==> src/rtl/bridge_pkg.sv <==
package bridge_pkg;

    typedef enum logic [1:0] {
        ST_IDLE,
        ST_STROBE,
        ST_RESPOND
    } bridge_state_t;

    typedef enum logic [1:0] {
        CLS_NONE,
        CLS_HI,
        CLS_LO,
        CLS_WIDE
    } lane_cls_t;

    localparam int BUS_W  = 16;
    localparam int BYTE_W = 8;

endpackage

==> src/rtl/bridge_fsm.sv <==
module bridge_fsm
    import bridge_pkg::*;
(
    input  logic          clk,
    input  logic          rst_n,
    input  logic          start,
    input  logic          go_access,
    output bridge_state_t state
);

    bridge_state_t state_d;

    always_ff @(posedge clk or negedge rst_n) begin
        if (!rst_n) begin
            state <= ST_IDLE;
        end else begin
            state <= state_d;
        end
    end

    always_comb begin
        state_d = state;
        unique case (state)
            ST_IDLE: begin
                if (start) begin
                    state_d = go_access ? ST_STROBE : ST_RESPOND;
                end
            end
            ST_STROBE:  state_d = ST_RESPOND;
            ST_RESPOND: state_d = ST_IDLE;
            default:    state_d = ST_IDLE;
        endcase
    end

endmodule

==> src/rtl/lane_pack.sv <==
module lane_pack
    import bridge_pkg::*;
(
    input  logic             word,
    input  logic             a0,
    input  logic [BUS_W-1:0] wdata,
    output logic [BUS_W-1:0] lanes
);

    localparam logic [BYTE_W-1:0] FILL = '1;

    always_comb begin
        if (word) begin
            lanes = wdata;
        end else if (a0) begin
            lanes = {FILL, wdata[BYTE_W-1:0]};
        end else begin
            lanes = {wdata[BYTE_W-1:0], FILL};
        end
    end

endmodule

==> src/rtl/lane_merge.sv <==
module lane_merge
    import bridge_pkg::*;
(
    input  lane_cls_t         cls,
    input  logic              word,
    input  logic              a0,
    input  logic [BYTE_W-1:0] hi_byte,
    input  logic [BYTE_W-1:0] lo_byte,
    input  logic [BUS_W-1:0]  wide_data,
    input  logic [BUS_W-1:0]  wide_mask,
    output logic [BUS_W-1:0]  ret
);

    localparam logic [BYTE_W-1:0] FILL = '1;

    logic [BUS_W-1:0]  periph;
    logic [BYTE_W-1:0] pick;

    always_comb begin
        unique case (cls)
            CLS_HI:   periph = {hi_byte, FILL};
            CLS_LO:   periph = {FILL, lo_byte};
            CLS_WIDE: periph = wide_data | ~wide_mask;
            default:  periph = '1;
        endcase
        pick = a0 ? periph[BYTE_W-1:0] : periph[BUS_W-1:BYTE_W];
        ret  = word ? periph : {pick, pick};
    end

endmodule

==> src/rtl/bus_lane_bridge.sv <==
module bus_lane_bridge
    import bridge_pkg::*;
#(
    parameter int ADDR_W   = 4,
    parameter int NUM_SER  = 2,
    parameter int SER_REGS = 2
) (
    input  logic                      clk,
    input  logic                      rst_n,
    input  logic                      cpu_req,
    input  logic                      cpu_ds,
    input  logic                      cpu_word,
    input  logic                      cpu_a0,
    input  logic                      cpu_rd,
    input  logic [ADDR_W-1:0]         cpu_addr,
    input  logic [2:0]                cpu_sel,
    input  logic [15:0]               cpu_wdata,
    output logic [15:0]               cpu_rdata,
    output logic                      cpu_ack,
    output logic [ADDR_W-1:0]         per_addr,
    output logic [NUM_SER-1:0]        ser_rd,
    output logic [NUM_SER-1:0]        ser_wr,
    output logic [7:0]                ser_wdata,
    input  logic [NUM_SER*8-1:0]      ser_rdata,
    output logic                      lo_rd,
    output logic                      lo_wr,
    output logic [7:0]                lo_wdata,
    input  logic [7:0]                lo_rdata,
    output logic                      wd_rd,
    output logic                      wd_wr,
    output logic [15:0]               wd_wdata,
    input  logic [15:0]               wd_rdata,
    input  logic [15:0]               wd_rmask
);

    localparam int SER_SH    = $clog2(SER_REGS);
    localparam int SER_IDX_W = (NUM_SER > 1) ? $clog2(NUM_SER) : 1;

    bridge_state_t           state_q;
    lane_cls_t               cls_now;
    lane_cls_t               lat_cls;
    logic [ADDR_W-1:0]       ser_idx_full;
    logic                    ser_hit;
    logic [SER_IDX_W-1:0]    lat_ser;
    logic                    lat_word;
    logic                    lat_a0;
    logic                    lat_rd;
    logic [ADDR_W-1:0]       lat_addr;
    logic [BUS_W-1:0]        lat_wdata;
    logic [BUS_W-1:0]        lanes;
    logic [BUS_W-1:0]        merged;
    logic [BYTE_W-1:0]       ser_byte;
    logic                    in_strobe;
    logic                    go_access;
    logic                    take;

    // Class decode for the cycle being started
    always_comb begin
        ser_idx_full = cpu_addr >> SER_SH;
        ser_hit      = ser_idx_full < ADDR_W'(NUM_SER);
        if (cpu_sel[0] && ser_hit) begin
            cls_now = CLS_HI;
        end else if (cpu_sel[1]) begin
            cls_now = CLS_LO;
        end else if (cpu_sel[2]) begin
            cls_now = CLS_WIDE;
        end else begin
            cls_now = CLS_NONE;
        end
    end

    assign go_access = cpu_ds && (cls_now != CLS_NONE);
    assign take      = (state_q == ST_IDLE) && cpu_req;

    bridge_fsm u_fsm (
        .clk       (clk),
        .rst_n     (rst_n),
        .start     (cpu_req),
        .go_access (go_access),
        .state     (state_q)
    );

    // Cycle capture and registered read data
    always_ff @(posedge clk or negedge rst_n) begin
        if (!rst_n) begin
            lat_cls   <= CLS_NONE;
            lat_ser   <= '0;
            lat_word  <= 1'b0;
            lat_a0    <= 1'b0;
            lat_rd    <= 1'b0;
            lat_addr  <= '0;
            lat_wdata <= '1;
            cpu_rdata <= '1;
        end else if (take) begin
            lat_cls   <= go_access ? cls_now : CLS_NONE;
            lat_ser   <= ser_idx_full[SER_IDX_W-1:0];
            lat_word  <= cpu_word;
            lat_a0    <= cpu_a0;
            lat_rd    <= cpu_rd;
            lat_addr  <= cpu_addr;
            lat_wdata <= cpu_wdata;
            cpu_rdata <= '1;
        end else if (state_q == ST_STROBE && lat_rd) begin
            cpu_rdata <= merged;
        end
    end

    lane_pack u_pack (
        .word  (lat_word),
        .a0    (lat_a0),
        .wdata (lat_wdata),
        .lanes (lanes)
    );

    always_comb begin
        ser_byte = '1;
        for (int i = 0; i < NUM_SER; i++) begin
            if (lat_ser == SER_IDX_W'(i)) begin
                ser_byte = ser_rdata[i*BYTE_W +: BYTE_W];
            end
        end
    end

    lane_merge u_merge (
        .cls       (lat_cls),
        .word      (lat_word),
        .a0        (lat_a0),
        .hi_byte   (ser_byte),
        .lo_byte   (lo_rdata),
        .wide_data (wd_rdata),
        .wide_mask (wd_rmask),
        .ret       (merged)
    );

    // Outputs decoded from the state register
    assign in_strobe = (state_q == ST_STROBE);
    assign cpu_ack   = (state_q == ST_RESPOND);
    assign per_addr  = lat_addr;
    assign ser_wdata = lanes[BUS_W-1:BYTE_W];
    assign lo_wdata  = lanes[BYTE_W-1:0];
    assign wd_wdata  = lanes;

    generate
        for (genvar g = 0; g < NUM_SER; g++) begin : g_ser
            logic hit_g;
            assign hit_g     = in_strobe && (lat_cls == CLS_HI) && (lat_ser == SER_IDX_W'(g));
            assign ser_rd[g] = hit_g && lat_rd;
            assign ser_wr[g] = hit_g && !lat_rd;
        end
    endgenerate

    assign lo_rd = in_strobe && (lat_cls == CLS_LO) && lat_rd;
    assign lo_wr = in_strobe && (lat_cls == CLS_LO) && !lat_rd;
    assign wd_rd = in_strobe && (lat_cls == CLS_WIDE) && lat_rd;
    assign wd_wr = in_strobe && (lat_cls == CLS_WIDE) && !lat_rd;

endmodule

==> config.mk <==
export PLATFORM = sky130hd
export DESIGN_NAME = bus_lane_bridge
export DESIGN_NICKNAME = d
export VERILOG_FILES = /design/src/rtl/bridge_pkg.sv /design/src/rtl/bridge_fsm.sv /design/src/rtl/lane_pack.sv /design/src/rtl/lane_merge.sv /design/src/rtl/bus_lane_bridge.sv
export SDC_FILE = /design/constraint.sdc
export NUM_CORES = 1
export LEC_CHECK = 0
export BUFFER_PORTS_ARGS = -buffer_cell sky130_fd_sc_hd__buf_2
export CAP_MARGIN = 0
export CORE_MARGIN = 1.5
export CORE_UTILIZATION = 35
export CTS_CLUSTER_SIZE = 20
export DETAILED_ROUTE_END_ITERATION = 10
export HOLD_SLACK_MARGIN = 0.15
export PLACE_DENSITY = 0.72
export SYNTH_ARGS = -nofsm -noshare
export SYNTH_HDL_FRONTEND = slang
export SYNTH_HIERARCHICAL = 1
export SYNTH_SLANG_ARGS = --single-unit
==> constraint.sdc <==
create_clock -name clk -period 1.8 [get_ports clk]
set_clock_uncertainty 0.05 [all_clocks]
set_input_delay 0.18 -clock clk [delete_from_list [all_inputs] [get_ports clk]]
set_output_delay 0.18 -clock clk [all_outputs]
set_load 0.1 [all_outputs]
==> results.md, run 1 <==
* Fin crit share at 100%
* Clock Tree Root: clkbuf_8
* Detailed placer's ending HPWL at ~6300 µm
* Detailed Routing Iterations Pass 1 at 4
* Largest net degree at the start of global routing at 34
* CTS Sinks at 43
* First-pass GRT wire length at about 13000 µm
* CP Data Required Time at 1.57 ns
* PD cells at 1340 nW/µm²
* CTS tree: done
* Number of port buffers at about 150
* Yosys reg bits at between 40 and 50
* Final hold violation count at 0
* Slew @ Worst Pin at 0.521 ns
* Vias per cell at approximately 4.9
* P_leak at ~2 nW
* Synth cell types at 34
* Core ar. at 6870 µm²
* Number of flops mapped to enable cells by yosys at 0
* Htree depth at 2
* Synth async-reset ratio at 100%
* Setup crit start kind: register
* Initial Util at 36.8%
* Cell taking the most area after synthesis: dfstp_2
* Largest fanout on the critical path at 4
* Setup CP Type: reg -> out
* Drt wl/cell at approximately 15 µm
* Worst setup margin at -0.00439 ns
* I/O Pins at approximately 150
* CTS buffer count at 5
* Hold_ws at approximately 0.21 ns
* Clk buf depth at 2
* Largest stage delay, worst path at around 0.44 ns
* Commonest cells after routing, fill and taps aside: buf_2 (104), nand2_1 (95), buf_12 (41)
* Worst-path clk slew at around 0.080 ns
* P&R area growth vs syn at 76.1%
* Syn avg cell area at around 9 µm²
* Layout cells sized above 1 at 55.0%
* 1st-iter DRT viols at around 140
* Synth Cell Area at roughly 2500 µm²
* Std-Cell Rows at 30
* Crit. End Element: output port
* Antenna-violating nets left at 0
* Slew headroom at ~66%
* Grt ovf at 0
* Worst hold path type: in -> reg
* Slew Limit Fails at 0
* Sequential share of the synthesized area at 44.2%
* Die Area at 7730 µm²
* Status: finished, violations left
* Cell count after synthesis at 286
* Post-Route Setup TNS at -0.00965 ns
* Unrepaired setup endpoints after global routing: yes
* Slowest CP cell: dfrtp_1
* Peak supply drop at a little over 0.0007 V
* Synth Flop Type: dfstp_2
* Area after DPL at around 4000 µm²
* # fillers at between 500 and 600
* Commonest non-fill, non-tap cell in the layout: buf_2
* Max_cap viols at 0
* Total GRT Usage at between 20% and 30%
* Worst path cell trace: nor4bb_4, buf_4, and3_2, buf_12
* Vias in the first global route at 2693
* Crit path time final at around 1.8 ns
* Synth area leaders: dfstp_2 (33%), nand2_1 (14%), dfrtp_1 (11%)
* Synth warn at 6
* Initial antenna violation count at 0
* Drt drc at 0
* ANT cells at 0
* Vias at approximately 2.7k
* Yosys top cell area share at 33.3%
* Nets at approximately 540
* Worst slack, placed at 0.103 ns
* Synthesized Nets at between 300 and 400
* Final Instance Area at 4450 µm²
* Fmax at 554 MHz
* Failing checks: setup timing
* Total wire length at 8500 µm
* GPL Wtd Cong at between 0.7 and 0.8
* Number of setup violations in the final report at 3
* Die W at between 80 and 90 µm
* Die Y at 87.9 µm
* Clock Latency Late Sink at around 0.30 ns
* CP arrival at approximately 1.6 ns
==> per-stage QoR <==
stage | utilization (%) | power (mW) | cells
after floorplan | - | 4.10 | 286
after global placement | 58.2 | 5.12 | 508
after detailed placement | 58.2 | 5.17 | 508
after CTS | 64.3 | 5.95 | 548
after global routing | 64.7 | 6.15 | 549
final | 64.7 | 5.94 | 549
==> area by class of cell <==
| cell class | instances | area (µm²) | share of cell area [%] |
|---|---|---|---|
| clock buffer | 7 | 96.3 | 2.17 |
| clock inverter | 1 | 7.51 | 0.169 |
| sequential | 43 | 1120 | 25.2 |
| multi-input combinational | 208 | 1340 | 30.1 |
| inverter | 3 | 11.3 | 0.253 |
| tap | 96 | 120 | 2.70 |
| timing repair buffer | 191 | 1750 | 39.4 |
==> critical path, delay by kind of cell, from the launching register on <==
family	cells	cell delay, ns
flip-flops	1	0.44
buffers and inverters	2	0.34
AND/OR/NAND/NOR	2	0.50
==> kinds of logic (layout without fill, tap and decap cells) <==
family,after synthesis,after routing,synth area share (%)
AOI/OAI and AO/OA,65,65,18.4
buffers and inverters,35,202,9.66
DFF,43,43,44.2
muxes,8,8,3.57
and+or+nand+nor,135,135,24.2
==> timing repair <==
action                                  4_1_cts  5_1_grt
endpoints found under the setup margin       36        6
pin swaps                                     0        2
hold endpoints to repair                     40        0
gates resized for setup                       4        4
hold buffers                                 26        0
buffers inserted                              6        1
==> report_power, final <==
part,internal [mW],switching (mW)
clock network,0.349,0.343
logic,1.35,2.61
registers,1.15,0.136
total,2.85,3.09
==> per-layer routing <==
layer / vias to the layer above / routed length (µm) / track usage [%]
met5: - / 0 / 0
met4: 0 / 225 / 8.37
met3: 20 / 348 / 2.73
met2: 91 / 4320 / 37.8
met1: 1275 / 3610 / 29.2
li1: 1299 / - / -
==> final timing paths <==
path	start	endpoint	slack (ns)	depth (start not counted)
setup reg to reg	lat_cls[1]$_DFFE_PN0P_	cpu_rdata[4]$_DFFE_PN1P_	0.09	5
setup / recovery	lat_cls[1]$_DFFE_PN0P_	ser_rd[1]	-0.004	4
hold / removal	cpu_sel[1]	lat_cls[1]$_DFFE_PN0P_	0.21	3
max in group asynchronous	rst_n	lat_wdata[15]$_DFFE_PN1P_	0.75	3
hold reg to reg	lat_wdata[12]$_DFFE_PN1P_	lat_wdata[12]$_DFFE_PN1P_	0.42	2
min in group asynchronous	rst_n	lat_a0$_DFFE_PN0P_	0.23	2
==> synth_stat cells (all sizes together) (2+ instances only) <==
cell type and instances:
dfrtp 11, buf 28, and3 3, nor3b 3
mux2 8, inv 3, dfstp 32, o21ai 12
nand2b 2, clkbuf 4, o22a 16, nor2 14
nand2 97, o22ai 16, nor2b 2, or2 8
a22oi 16
==> flip-flops by register name, indices dropped and copies added (netlist names) <==
signal	count
lat_word	1
lat_rd	1
lat_wdata	16
u_fsm/state	2
per_addr	4
cpu_rdata	16
lat_cls	2
lat_a0	1
Note: power is estimated with default switching activity, not from simulation.
==> run 2, diff against run 1 <==
CORE_ASPECT_RATIO = 0.75   (was not set)
CORE_UTILIZATION = 44   (was 35)
PLACE_DENSITY = 0.87   (was 0.72)
==> results.md, run 2 (same netlist as run 1, synthesis figures left out) <==
* Status: finished, violations left
* Failing checks: setup timing
* Final Instance Area at 4530 µm² (+1.9%)
* Setup crit start kind: register
* Slowest CP cell: dfrtp_2
* CTS buffer count at 5 (unchanged)
* Die W at 90.5 µm (+2.9%)
* Max_cap viols at 0 (unchanged)
* Post-layout util at 83.3% (+19 points)
* Htree depth at 2 (unchanged)
* Clock Latency Late Sink at 0.29 ns (about the same)
* Peak supply drop at 0.000902 V (+25%)
* Vias at 2951 (+9.9%)
* Sw Ratio at 51.8% (-0.21 points)
* HP Start: cpu_sel[1]
* Antenna-violating nets left at 0 (unchanged)
* Drt wl/cell at 18.6 µm (+20%)
* CTS tree: done
* CP arrival at 1.60 ns (+0.03 ns)
* Total power at 6.14 mW (+3.3%)
* Flop pwr share at 21.1% (-0.5 points)
* Worst slack, placed at 0.121 ns (+0.0179 ns)
* Final hold violation count at 0 (unchanged)
* Total wire length at 9930 µm (+17%)
* Worst-path clk slew at 0.08 ns (about the same)
* Layout cells sized above 1 at 56.2% (+1.2 points)
* Nets at 544 (+1.1%)
* Initial Util at 46.4% (+9.7 points)
* Fmax at 546 MHz (-1.4%)
* Core ar. at 5440 µm² (-21%)
* Total GRT Usage at 30.2% (+7.9 points)
* Std-Cell Rows at 23 (-23%)
* Initial antenna violation count at 0 (unchanged)
* Unrepaired setup endpoints after global routing: yes
* Commonest non-fill, non-tap cell in the layout: buf_2
* Detailed Routing Iterations Pass 1 at 5 (+1)
* Int Power at 2.96 mW (+3.8%)
* FF-to-FF Start: lat_cls[0]$_DFFE_PN0P_
* CP Data Required Time at 1.57 ns (about the same)
* Die Y at 68.6 µm (-22%)
* P_leak at 2.01 nW (+2.3%)
* Worst hold path type: in -> reg
* Largest stage delay, worst path at 0.46 ns (+0.02 ns)
* Vias in the first global route at 2969 (+10%)
* Commonest cells after routing, fill and taps aside: buf_2 (105), nand2_1 (94), buf_12 (43)
* Slew headroom at 62.0% (-3.5 points)
* NetSw at 3.18 mW (+2.9%)
* 1st-iter DRT viols at 207 (+47%)
* Setup CP Type: reg -> out
* Hold_ws at 0.196 ns (-0.0102 ns)
* Crit path time final at 1.83 ns (+0.0265 ns)
* Critical path origin: u_fsm/state[1]$_DFFE_PN0P_
* Clk buf depth at 2 (unchanged)
* Die Area at 6210 µm² (-20%)
* I/O Pins at 147 (unchanged)
* Worst setup margin at -0.0309 ns (-0.0265 ns)
* ANT cells at 0 (unchanged)
* CTS Sinks at 43 (unchanged)
* GPL Wtd Cong at 0.911 (+15%)
* Largest fanout on the critical path at 4 (unchanged)
* PD cells at 1360 nW/µm² (+1.4%)
* Vias per cell at 5.53 (+13%)
* Slew Limit Fails at 0 (unchanged)
* Drt drc at 0 (unchanged)
* Slew @ Worst Pin at 0.570 ns (+0.0495 ns)
* Number of setup violations in the final report at 6 (+3)
* Grt ovf at 0 (unchanged)
* Fin crit share at 102% (+1.5 points)
* Clock Power Share at 12.2% (+0.6 points)
* Area after DPL at 3990 µm² (-0.34%)
* Comb power frac at 66.6% (about the same)
* Detailed placer's ending HPWL at 6560 µm (+4.4%)
* Worst path cell trace: nor4bb_4, buf_4, nand2_2, nor2_4, buf_12
* Clock Tree Root: clkbuf_8
* Number of port buffers at 146 (unchanged)
* P&R area growth vs syn at 79.5%
* First-pass GRT wire length at 14400 µm (+8.9%)
* Crit. End Element: output port
* Largest net degree at the start of global routing at 24 (-29%)
run 2: power groups by stage:
| stage | sequential (mW) | combinational, mW | clock [mW] |
|---|---|---|---|
| after floorplan | 1.43 | 2.67 | 0 |
| after global placement | 1.29 | 3.81 | 0 |
| after detailed placement | 1.30 | 3.88 | 0 |
| after CTS | 1.29 | 3.96 | 0.758 |
| after global routing | 1.32 | 4.21 | 0.797 |
| final | 1.30 | 4.09 | 0.751 |
run 2: critical path, delay by kind of cell, from the launching register on:
family                 cells  cell delay, ns
AND/OR/NAND/NOR            3            0.48
flip-flops                 1            0.46
buffers and inverters      2            0.36
run 2: final timing paths:
| path | slack [ns] | cells after the start | endpoint |
|---|---|---|---|
| hold / removal | 0.20 | 3 | lat_cls[1]$_DFFE_PN0P_ |
| setup / recovery | -0.03 | 5 | ser_rd[0] |
| max in group asynchronous | 0.73 | 3 | lat_wdata[3]$_DFFE_PN1P_ |
| hold reg to reg | 0.41 | 2 | lat_wdata[11]$_DFFE_PN1P_ |
| min in group asynchronous | 0.37 | 2 | lat_rd$_DFFE_PN0P_ |
| setup reg to reg | 0.03 | 7 | cpu_rdata[11]$_DFFE_PN1P_ |
run 2: per-stage QoR:
step                      cells  TNS, ns
after global routing        534   -0.554
after CTS                   525  -0.0211
final                       534   -0.106
after floorplan             286    -1.18
after detailed placement    489        0
after global placement      489        0
run 2: per-layer routing:
metal / up-vias / global-route usage [%] / routed length (µm)
li1: 1313 / - / -
met1: 1403 / 33.2 / 3700
met2: 186 / 56.7 / 4980
met3: 49 / 6.36 / 781
met4: 0 / 16.3 / 464
met5: - / 0 / 0
run 2: final cells by class:
| type | count | area (µm²) |
|---|---|---|
| tap | 75 | 93.8 |
| inverter | 3 | 11.3 |
| timing repair buffer | 197 | 1830 |
| multi-input combinational | 208 | 1370 |
| sequential | 43 | 1120 |
| clock inverter | 1 | 30.0 |
| fill | 305 | 907 |
| clock buffer | 7 | 76.3 |
run 2: what timing repair did:
| action | in CTS | in global routing |
|---|---|---|
| hold buffers | 26 | 0 |
| setup endpoints to repair | 37 | 39 |
| buffers inserted | 2 | 9 |
| hold endpoints to repair | 29 | 0 |
| resized for setup | 9 | 11 |
| pin swaps | 0 | 3 |
